--- src/rtl/rotsum_pkg.sv ---
package rotsum_pkg;

   // Ordering of the per-word step; both produce the same value.
   typedef enum logic {
      ORD_ADD_ROT = 1'b0,  // add word, then rotate accumulator
      ORD_ROT_ADD = 1'b1   // rotate both operands, then add
   } order_e;

   // Per-cycle stream control
   typedef struct packed {
      logic clr;
      logic vld;
      logic sop;
      logic eop;
   } ctl_t;

endpackage

--- src/rtl/rotsum_ocadd.sv ---
module rotsum_ocadd #(
   parameter int W = 16
) (
   input  logic [W-1:0] a_i,
   input  logic [W-1:0] b_i,
   output logic [W-1:0] y_o
);

   localparam int SW = W + 1;

   logic [SW-1:0] raw;

   always_comb begin
      raw = {1'b0, a_i} + {1'b0, b_i};
      // end-around carry; the second add can never carry out again
      y_o = raw[W-1:0] + {{(W-1){1'b0}}, raw[W]};
   end

endmodule

--- src/rtl/rotsum_step.sv ---
module rotsum_step #(
   parameter int               W     = 16,
   parameter rotsum_pkg::order_e ORDER = rotsum_pkg::ORD_ADD_ROT
) (
   input  logic [W-1:0] acc_i,
   input  logic [W-1:0] word_i,
   output logic [W-1:0] nxt_o
);

   localparam int TOP = W - 1;

   generate
      if (ORDER == rotsum_pkg::ORD_ADD_ROT) begin : g_add_rot
         logic [W-1:0] sum;
         rotsum_ocadd #(.W(W)) u_add (
            .a_i (acc_i),
            .b_i (word_i),
            .y_o (sum)
         );
         assign nxt_o = {sum[TOP-1:0], sum[TOP]};
      end else begin : g_rot_add
         logic [W-1:0] acc_r;
         logic [W-1:0] word_r;
         assign acc_r  = {acc_i[TOP-1:0],  acc_i[TOP]};
         assign word_r = {word_i[TOP-1:0], word_i[TOP]};
         rotsum_ocadd #(.W(W)) u_add (
            .a_i (acc_r),
            .b_i (word_r),
            .y_o (nxt_o)
         );
      end
   endgenerate

endmodule

--- src/rtl/rotsum_accum.sv ---
module rotsum_accum #(
   parameter int               W     = 16,
   parameter rotsum_pkg::order_e ORDER = rotsum_pkg::ORD_ADD_ROT
) (
   input  logic                clk,
   input  logic                rst_n,
   input  rotsum_pkg::ctl_t    ctl_i,
   input  logic [W-1:0]        word_i,
   output logic [W-1:0]        nxt_o,
   output logic                fire_o
);

   logic [W-1:0] acc_q;
   logic [W-1:0] base;
   logic         take;

   assign take   = ctl_i.vld & ~ctl_i.clr;
   assign fire_o = take & ctl_i.eop;
   assign base   = ctl_i.sop ? '0 : acc_q;

   rotsum_step #(.W(W), .ORDER(ORDER)) u_step (
      .acc_i  (base),
      .word_i (word_i),
      .nxt_o  (nxt_o)
   );

   always_ff @(posedge clk or negedge rst_n) begin
      if (!rst_n) begin
         acc_q <= '0;
      end else if (ctl_i.clr) begin
         acc_q <= '0;
      end else if (take) begin
         acc_q <= ctl_i.eop ? '0 : nxt_o;
      end
   end

endmodule

--- src/rtl/rotsum_result.sv ---
module rotsum_result #(
   parameter int W            = 16,
   parameter bit FOLD_ALLONES = 1'b1
) (
   input  logic         clk,
   input  logic         rst_n,
   input  logic         fire_i,
   input  logic [W-1:0] nxt_i,
   input  logic [W-1:0] expect_i,
   output logic [W-1:0] sum_o,
   output logic         done_o,
   output logic         match_o,
   output logic         check_en_o
);

   localparam logic [W-1:0] ALL_ONES = {W{1'b1}};

   logic [W-1:0] final_sum;
   logic         en_d;

   generate
      if (FOLD_ALLONES) begin : g_fold
         assign final_sum = (nxt_i == ALL_ONES) ? '0 : nxt_i;
      end else begin : g_raw
         assign final_sum = nxt_i;
      end
   endgenerate

   assign en_d = (expect_i != ALL_ONES);

   always_ff @(posedge clk or negedge rst_n) begin
      if (!rst_n) begin
         sum_o      <= '0;
         done_o     <= 1'b0;
         match_o    <= 1'b0;
         check_en_o <= 1'b0;
      end else begin
         done_o <= fire_i;
         if (fire_i) begin
            sum_o      <= final_sum;
            check_en_o <= en_d;
            match_o    <= en_d && (final_sum == expect_i);
         end
      end
   end

endmodule

--- src/rtl/rotsum_engine.sv ---
module rotsum_engine #(
   parameter int               W            = 16,
   parameter rotsum_pkg::order_e ORDER        = rotsum_pkg::ORD_ADD_ROT,
   parameter bit               FOLD_ALLONES = 1'b1
) (
   input  logic         clk,
   input  logic         rst_n,
   input  logic         clr_i,
   input  logic         word_vld_i,
   input  logic         word_sop_i,
   input  logic         word_eop_i,
   input  logic [W-1:0] word_i,
   input  logic [W-1:0] expect_i,
   output logic [W-1:0] sum_o,
   output logic         done_o,
   output logic         match_o,
   output logic         check_en_o
);

   generate
      if (W < 2) begin : g_bad_width
         $error("rotsum_engine: W must be at least 2 for a rotation");
      end
      if (W > 64) begin : g_wide_width
         $error("rotsum_engine: W above 64 is not supported");
      end
   endgenerate

   rotsum_pkg::ctl_t ctl;
   logic [W-1:0]     nxt;
   logic             fire;

   assign ctl.clr = clr_i;
   assign ctl.vld = word_vld_i;
   assign ctl.sop = word_sop_i;
   assign ctl.eop = word_eop_i;

   rotsum_accum #(.W(W), .ORDER(ORDER)) u_accum (
      .clk    (clk),
      .rst_n  (rst_n),
      .ctl_i  (ctl),
      .word_i (word_i),
      .nxt_o  (nxt),
      .fire_o (fire)
   );

   rotsum_result #(.W(W), .FOLD_ALLONES(FOLD_ALLONES)) u_result (
      .clk        (clk),
      .rst_n      (rst_n),
      .fire_i     (fire),
      .nxt_i      (nxt),
      .expect_i   (expect_i),
      .sum_o      (sum_o),
      .done_o     (done_o),
      .match_o    (match_o),
      .check_en_o (check_en_o)
   );

endmodule

--- config.mk ---
export PLATFORM = sky130hd
export DESIGN_NAME = rotsum_engine
export DESIGN_NICKNAME = d
export VERILOG_FILES = /design/src/rtl/rotsum_pkg.sv /design/src/rtl/rotsum_ocadd.sv /design/src/rtl/rotsum_step.sv /design/src/rtl/rotsum_accum.sv /design/src/rtl/rotsum_result.sv /design/src/rtl/rotsum_engine.sv
export SDC_FILE = /design/constraint.sdc
export NUM_CORES = 1
export LEC_CHECK = 0
export ABC_AREA = 1
export BUFFER_PORTS_ARGS = -buffer_cell sky130_fd_sc_hd__buf_2
export CELL_PAD_IN_SITES_DETAIL_PLACEMENT = 1
export CELL_PAD_IN_SITES_GLOBAL_PLACEMENT = 2
export CORE_MARGIN = 1
export CORE_UTILIZATION = 25
export CTS_BUF_LIST = sky130_fd_sc_hd__clkbuf_4 sky130_fd_sc_hd__clkbuf_8
export CTS_CLUSTER_SIZE = 12
export DETAILED_ROUTE_END_ITERATION = 8
export PLACE_DENSITY = 0.75
export RECOVER_POWER = 100
export REMOVE_ABC_BUFFERS = 1
export SLEW_MARGIN = 40
export SYNTH_ARGS = -nofsm -noshare
export SYNTH_HDL_FRONTEND = slang
export SYNTH_SLANG_ARGS = --single-unit
export TNS_END_PERCENT = 100
--- constraint.sdc ---
create_clock -name clk -period 7.8 [get_ports clk]
set_input_delay 0.39 -clock clk [delete_from_list [all_inputs] [get_ports clk]]
set_output_delay 0.39 -clock clk [all_outputs]
set_load 0.02 [all_outputs]
# After elaboration in Yosys (flattened, before gate mapping)
# Index checks and enable logic that the tools add are counted.
# W data, S select, Z words.
classes:
  addsub: 2
  eq_ne: 3
  muxes: 5
  bitwise: 3
  n_reduce_logical: 2
op_table:
  columns: ["operator", "count"]
  rows:
  - ["$mux W16", 5]
  - ["$add A16 B16 Y17", 1]
  - ["$add A16 B1 Y16", 1]
  - ["$eq A16 B16 Y1", 1]
  - ["$eq A16 B16 Y1 const B", 1]
  - ["$ne A16 B16 Y1 const B", 1]
  - ["$and A1 B1 Y1", 2]
  - ["$reduce_bool A2 Y1", 1]
  - ["$logic_and A1 B1 Y1", 1]
  - ["$not A1 Y1", 1]
totals:
  register_bits: 35
  in_bits: 38
  output_inout_bits: 19
  wordCells: 20

# Logic depth before layout (Yosys ltp)
logic_depth:
  depth_word: 7
  mapped_depth: 38
  ltp_nobuf: 36

# Modules after synthesis
# From an unflattened synthesis, not the netlist that was laid out.
unflattened:
  cells_unflattened: 602
  area_unflattened_um2: 3552.2
by_module_without_submodules:
  columns: ["module", "n_inst", "cells_per_inst", "area_each_um2", "seq_area_each_um2"]
  rows:
  - ["rotsum_ocadd", 1, 287, 1473.9, 0.0]
  - ["rotsum_result", 1, 177, 1181.1, 475.5]
  - ["rotsum_accum", 1, 138, 897.1, 400.4]

# Least setup slack after synthesis
# Ideal clock, no wire load.
synth_timing:
  kind: "input -> register"
  startpoint: "in word_sop_i"
  endpoint: "reg u_result.match_o"
  setup_ns: 0.066
  arrival_time_ns: 4.263
  required_time_ns: 7.734
  path_slack_ns: 3.472
  cell_stages: 36
  n_path_buf: 3
  path_cell_list: "clkbuf_1 clkbuf_1 nor2_1 ha_1 fa_1 nand2_1 nand2_1 nand3_2 nand2_1 nand3_1 nand2_1 a21oi_1 o21bai_1 ha_1 ha_1 inv_1 nor2_4 inv_1 nand2_1 inv_1 nand3_1 nor2_1 nand2_1 nor2_1 nand2_1 nor2_1 nand3_1 nor2_2 nand2_4 buf_6 nand2_2 xor2_2 nand3_1 nor2_1 nand2_1 nand2_1"
synth_via:
  elab_chain_len: 7
synth_lines:
  columns: ["element", "line", "source"]
  rows:
  - ["from (decl)", "rotsum_engine.sv:10", "input logic word_sop_i,"]
  - ["$mux W16 (*)", "rotsum_accum.sv:19", "assign base = ctl_i.sop ? '0 : acc_q;"]
  - ["$add A16 B16 Y17 (*)", "rotsum_ocadd.sv:14", "raw = {1'b0, a_i} + {1'b0, b_i};"]
  - ["$add A16 B1 Y16 (*)", "rotsum_ocadd.sv:16", "y_o = raw[W-1:0] + {{(W-1){1'b0}}, raw[W]};"]
  - ["$eq A16 B16 Y1", "rotsum_result.sv:23", "assign final_sum = (nxt_i == ALL_ONES) ? '0 : nxt_i;"]
  - ["$mux W16 (*)", "rotsum_result.sv:23", null]
  - ["$eq A16 B16 Y1 (*)", "rotsum_result.sv:42", "match_o <= en_d && (final_sum == expect_i);"]
  - ["$logic_and A1 B1 Y1 (*)", "rotsum_result.sv:42", null]
  - ["to (signal assigned)", "rotsum_result.sv:42", null]
  - ["to (decl)", "rotsum_result.sv:12", "output logic match_o,"]
# Every way passes the cells marked *; elsewhere a longest branch is shown, timed or not.
# A chain may end at the register's enable or synchronous reset.

# Worst setup path in the final report
layout_timing:
  startpoint: "reg u_accum.acc_q[0]"
  endpoint: "reg u_result.match_o"
layout_via:
  elab_chain_len: 7
layout_lines:
  columns: ["element", "line", "source"]
  rows:
  - ["from (decl)", "rotsum_accum.sv:13", "logic [W-1:0] acc_q;"]
  - ["from (signal assigned)", "rotsum_accum.sv:33", "acc_q <= ctl_i.eop ? '0 : nxt_o;"]
  - ["$mux W16 (*)", "rotsum_accum.sv:19", null]
  - ["$add A16 B16 Y17 (*)", "rotsum_ocadd.sv:14", null]
  - ["$add A16 B1 Y16 (*)", "rotsum_ocadd.sv:16", null]
  - ["$eq A16 B16 Y1", "rotsum_result.sv:23", null]
  - ["$mux W16 (*)", "rotsum_result.sv:23", null]
  - ["$eq A16 B16 Y1 (*)", "rotsum_result.sv:42", null]
  - ["$logic_and A1 B1 Y1 (*)", "rotsum_result.sv:42", null]
# Marked as above.

==> results.sh <==
export IMPL_postLayoutSetupSlackWorst_ns=2.76
export IMPL_clock_sinks=35
export IMPL_crit_arrival_ns=5.26
export IMPL_die_w_microns=118
export IMPL_yosysWarnings=0
export IMPL_place_area_sq_um=3800
export IMPL_p_total_mw=0.567
export IMPL_grt_pass1_wl_microns=17900
export IMPL_dieArea_sq_um=13900
export IMPL_grt_max_degree=36
export IMPL_hold_buffers=0
export IMPL_cts_made_buffers=5
export IMPL_syn_to_final_growth_pct=14.5
export IMPL_rows=41
export IMPL_hold_path_depth=2
export IMPL_hpwlAfterDp_microns=8950
export IMPL_finalCritPeriodShare=0.646
export IMPL_hp_class="in2reg"
export IMPL_clk_latency_ns=0.28
export IMPL_design_area_sq_um=3830
export IMPL_place_ws_ns=3.13
export IMPL_synth_area_per_cell_sq_um=6.26
export IMPL_drive_gt1_frac=0.134
export IMPL_setup_tns_ns=0
export IMPL_pin_count=57
export IMPL_cp_start_kind="register"
export IMPL_antenna_found_initial=0
export IMPL_vias=3462
export IMPL_root_buffer="clkbuf_8"
export IMPL_via_per_inst=4.54
export IMPL_drc=0
export IMPL_n_antenna_cell=0
export IMPL_first_pass_iters=4
export IMPL_ir_drop_v=0.0000667
export IMPL_die_h_microns=118
export IMPL_drt_wirelength_per_cell_microns=13.7
export IMPL_post_synth_num_cell_types=30
export IMPL_core_area_sq_um=12800
export IMPL_final_cells=762
export IMPL_rsz0062_at_grt="no"
export IMPL_violations="capacitance limit, slew limit"
export IMPL_cts_buffer_depth=2
export IMPL_clkPwrFrac=0.301
export IMPL_status="finished with violations"
export IMPL_worst_path_max_delay_cell="nand2_1"
export IMPL_whs_endpoint="u_result.done_o"
export IMPL_cpMostUsedCell="nand2_1"
export IMPL_slowest_delay_ns=0.45
export IMPL_final_util=0.299
export IMPL_pwr_density_cell_nw_per_um2=148
export IMPL_htreeDepth=2
export IMPL_worstPathRequired_ns=8.02
export IMPL_worst_pin_slew_ns=1.94
export IMPL_skew_ns=0.00450
export IMPL_critical_path_class="reg2reg"
export IMPL_dp_cells=754
export IMPL_port_buffer_count=56
export IMPL_critPathMaxFanout=25
export IMPL_fmax_ghz=0.198
export IMPL_hold_path_startpoint="clr_i"
export IMPL_r2r_cells=31
export IMPL_sequentialPowerShare=0.373
export IMPL_switching_share=0.361
export IMPL_nFillCells=1735
export IMPL_switching_power_mw=0.204
export IMPL_r2r_setup_slack_ns=2.76
export IMPL_antenna_left=0
export IMPL_combPwrFrac=0.326
export IMPL_r2r_end="u_result.match_o"
export IMPL_slew_violations=36
export IMPL_grt_pass1_vias=3683
export IMPL_ys_ff_latch=35
export IMPL_netlist_instances=535
export IMPL_postCtsSetupBuffers=0
export IMPL_dr_first_iter_drc_count=104
export IMPL_p_leak_nw=2.13
export IMPL_clkTransAtPathRegs_ns=0.07
export IMPL_hold_viol_final=0
export IMPL_cap_violations=1
export IMPL_ctsResizeCount=0
export IMPL_drt_total_wl_microns=10400
export IMPL_finalCriticalPeriod_ns=5.04
export IMPL_hold_ws_ns=0.314
export IMPL_r2r_start="u_accum.acc_q[0]"
export IMPL_cts_tree="yes"
export IMPL_end_kind="register"
export IMPL_setup_viol=0
export IMPL_internal_power_mw=0.362
export IMPL_ys_seq_area_frac=0.261
export IMPL_fin_nets=646
export IMPL_syn_area_sq_um=3350
export IMPL_relSlewSlack=-0.296
export IMPL_track_usage=0.158
export IMPL_start_util=0.261
export IMPL_gr_total_overflow=0
export IMPL_place_congestion=0.781
critical path, delay by kind of cell (launching register included):
| family | cells | cell delay, ns |
|---|---|---|
| DFF | 1 | 0.32 |
| xor gates and xnor gates | 1 | 0.16 |
| adders and majority gates | 4 | 0.91 |
| AOI/OAI and AO/OA | 3 | 0.47 |
| buffers and inverters | 2 | 0.09 |
| and+or+nand+nor | 21 | 3.04 |
sequential cells by signal (all words and copies together) (netlist names):
| register | cells |
|---|---|
| u_accum.acc_q | 16 |
| u_result.match_o | 1 |
| u_result.sum_o | 16 |
| u_result.check_en_o | 1 |
| u_result.done_o | 1 |
cells by family (layout without fill, tap and decap cells):
group | Yosys count | after routing | synth area share
and+or+nand+nor | 320 | 320 | 0.440
buffers and inverters | 100 | 155 | 0.117
adders and majority gates | 19 | 19 | 0.0732
xor gates and xnor gates | 4 | 4 | 0.0149
AOI/OAI and AO/OA | 57 | 57 | 0.0938
DFF | 35 | 35 | 0.261
cells in the mapped netlist (all sizes together):
cell type | n | share of area
nor3 | 2 | 0.0030
and2 | 1 | 0.0019
a21o | 1 | 0.0022
nand4 | 12 | 0.022
o21bai | 1 | 0.0022
dfrtp | 35 | 0.26
buf | 2 | 0.0067
nor4 | 1 | 0.0019
clkbuf | 7 | 0.0078
a31oi | 1 | 0.0019
fa | 1 | 0.0060
ha | 18 | 0.067
a21oi | 12 | 0.018
nand3b | 7 | 0.016
nand2 | 194 | 0.24
o22ai | 16 | 0.030
nor2 | 58 | 0.081
xor2 | 4 | 0.015
inv | 91 | 0.10
o21ai | 25 | 0.037
o31ai | 1 | 0.0022
nand3 | 45 | 0.078
worst max path at each step:
stage / startpoint / end / slack (ns) / cells past startpoint
3_5_place_dp: word_sop_i / u_result.match_o / 3.13 / 36
2_1_floorplan: u_accum.acc_q[0] / u_result.match_o / 4.02 / 36
6_report: u_accum.acc_q[0] / u_result.match_o / 2.76 / 31
5_1_grt: u_accum.acc_q[0] / u_result.match_o / 2.02 / 31
3_3_place_gp: word_sop_i / u_result.match_o / 3.27 / 36
4_1_cts: u_accum.acc_q[0] / u_result.match_o / 3.37 / 36
power groups by stage:
stage	Combinational, mW	Clock (mW)	Sequential [mW]
2_1_floorplan	0.106	0	0.235
3_3_place_gp	0.192	0	0.214
3_5_place_dp	0.195	0	0.215
4_1_cts	0.196	0.176	0.211
5_1_grt	0.210	0.184	0.214
6_report	0.185	0.171	0.211
cell usage in the layout (no fill, tap or decap), types with 7 or more instances in the layout:
cell type    n
nand4_1     12
clkbuf_1    20
o21ai_0     25
o22ai_1     16
buf_2       36
ha_1        18
nor2_1      51
nand3b_1     7
inv_1       85
nand2_1    179
dfrtp_1     35
nand2_2     14
nand3_1     40
a21oi_1     12
layout make-up:
type                            instances  area [sq um]  share of cell area
Multi-Input combinational cell        400          2030               0.529
Inverter                               91           342              0.0891
Clock buffer                            6          82.6              0.0215
Timing Repair Buffer                   56           255              0.0666
Tap cell                              172           215              0.0561
Sequential cell                        35           876               0.228
Clock inverter                          2          35.0             0.00914
routing by layer:
layer	global-route usage	vias up	part of all wire
met3	0.0271	4	0.027
met2	0.279	41	0.49
li1	-	1803	-
met1	0.206	1614	0.48
met4	0.0168	0	0.0019
met5	0	-	0
No activity file was read; power rests on OpenSTA's default activity.
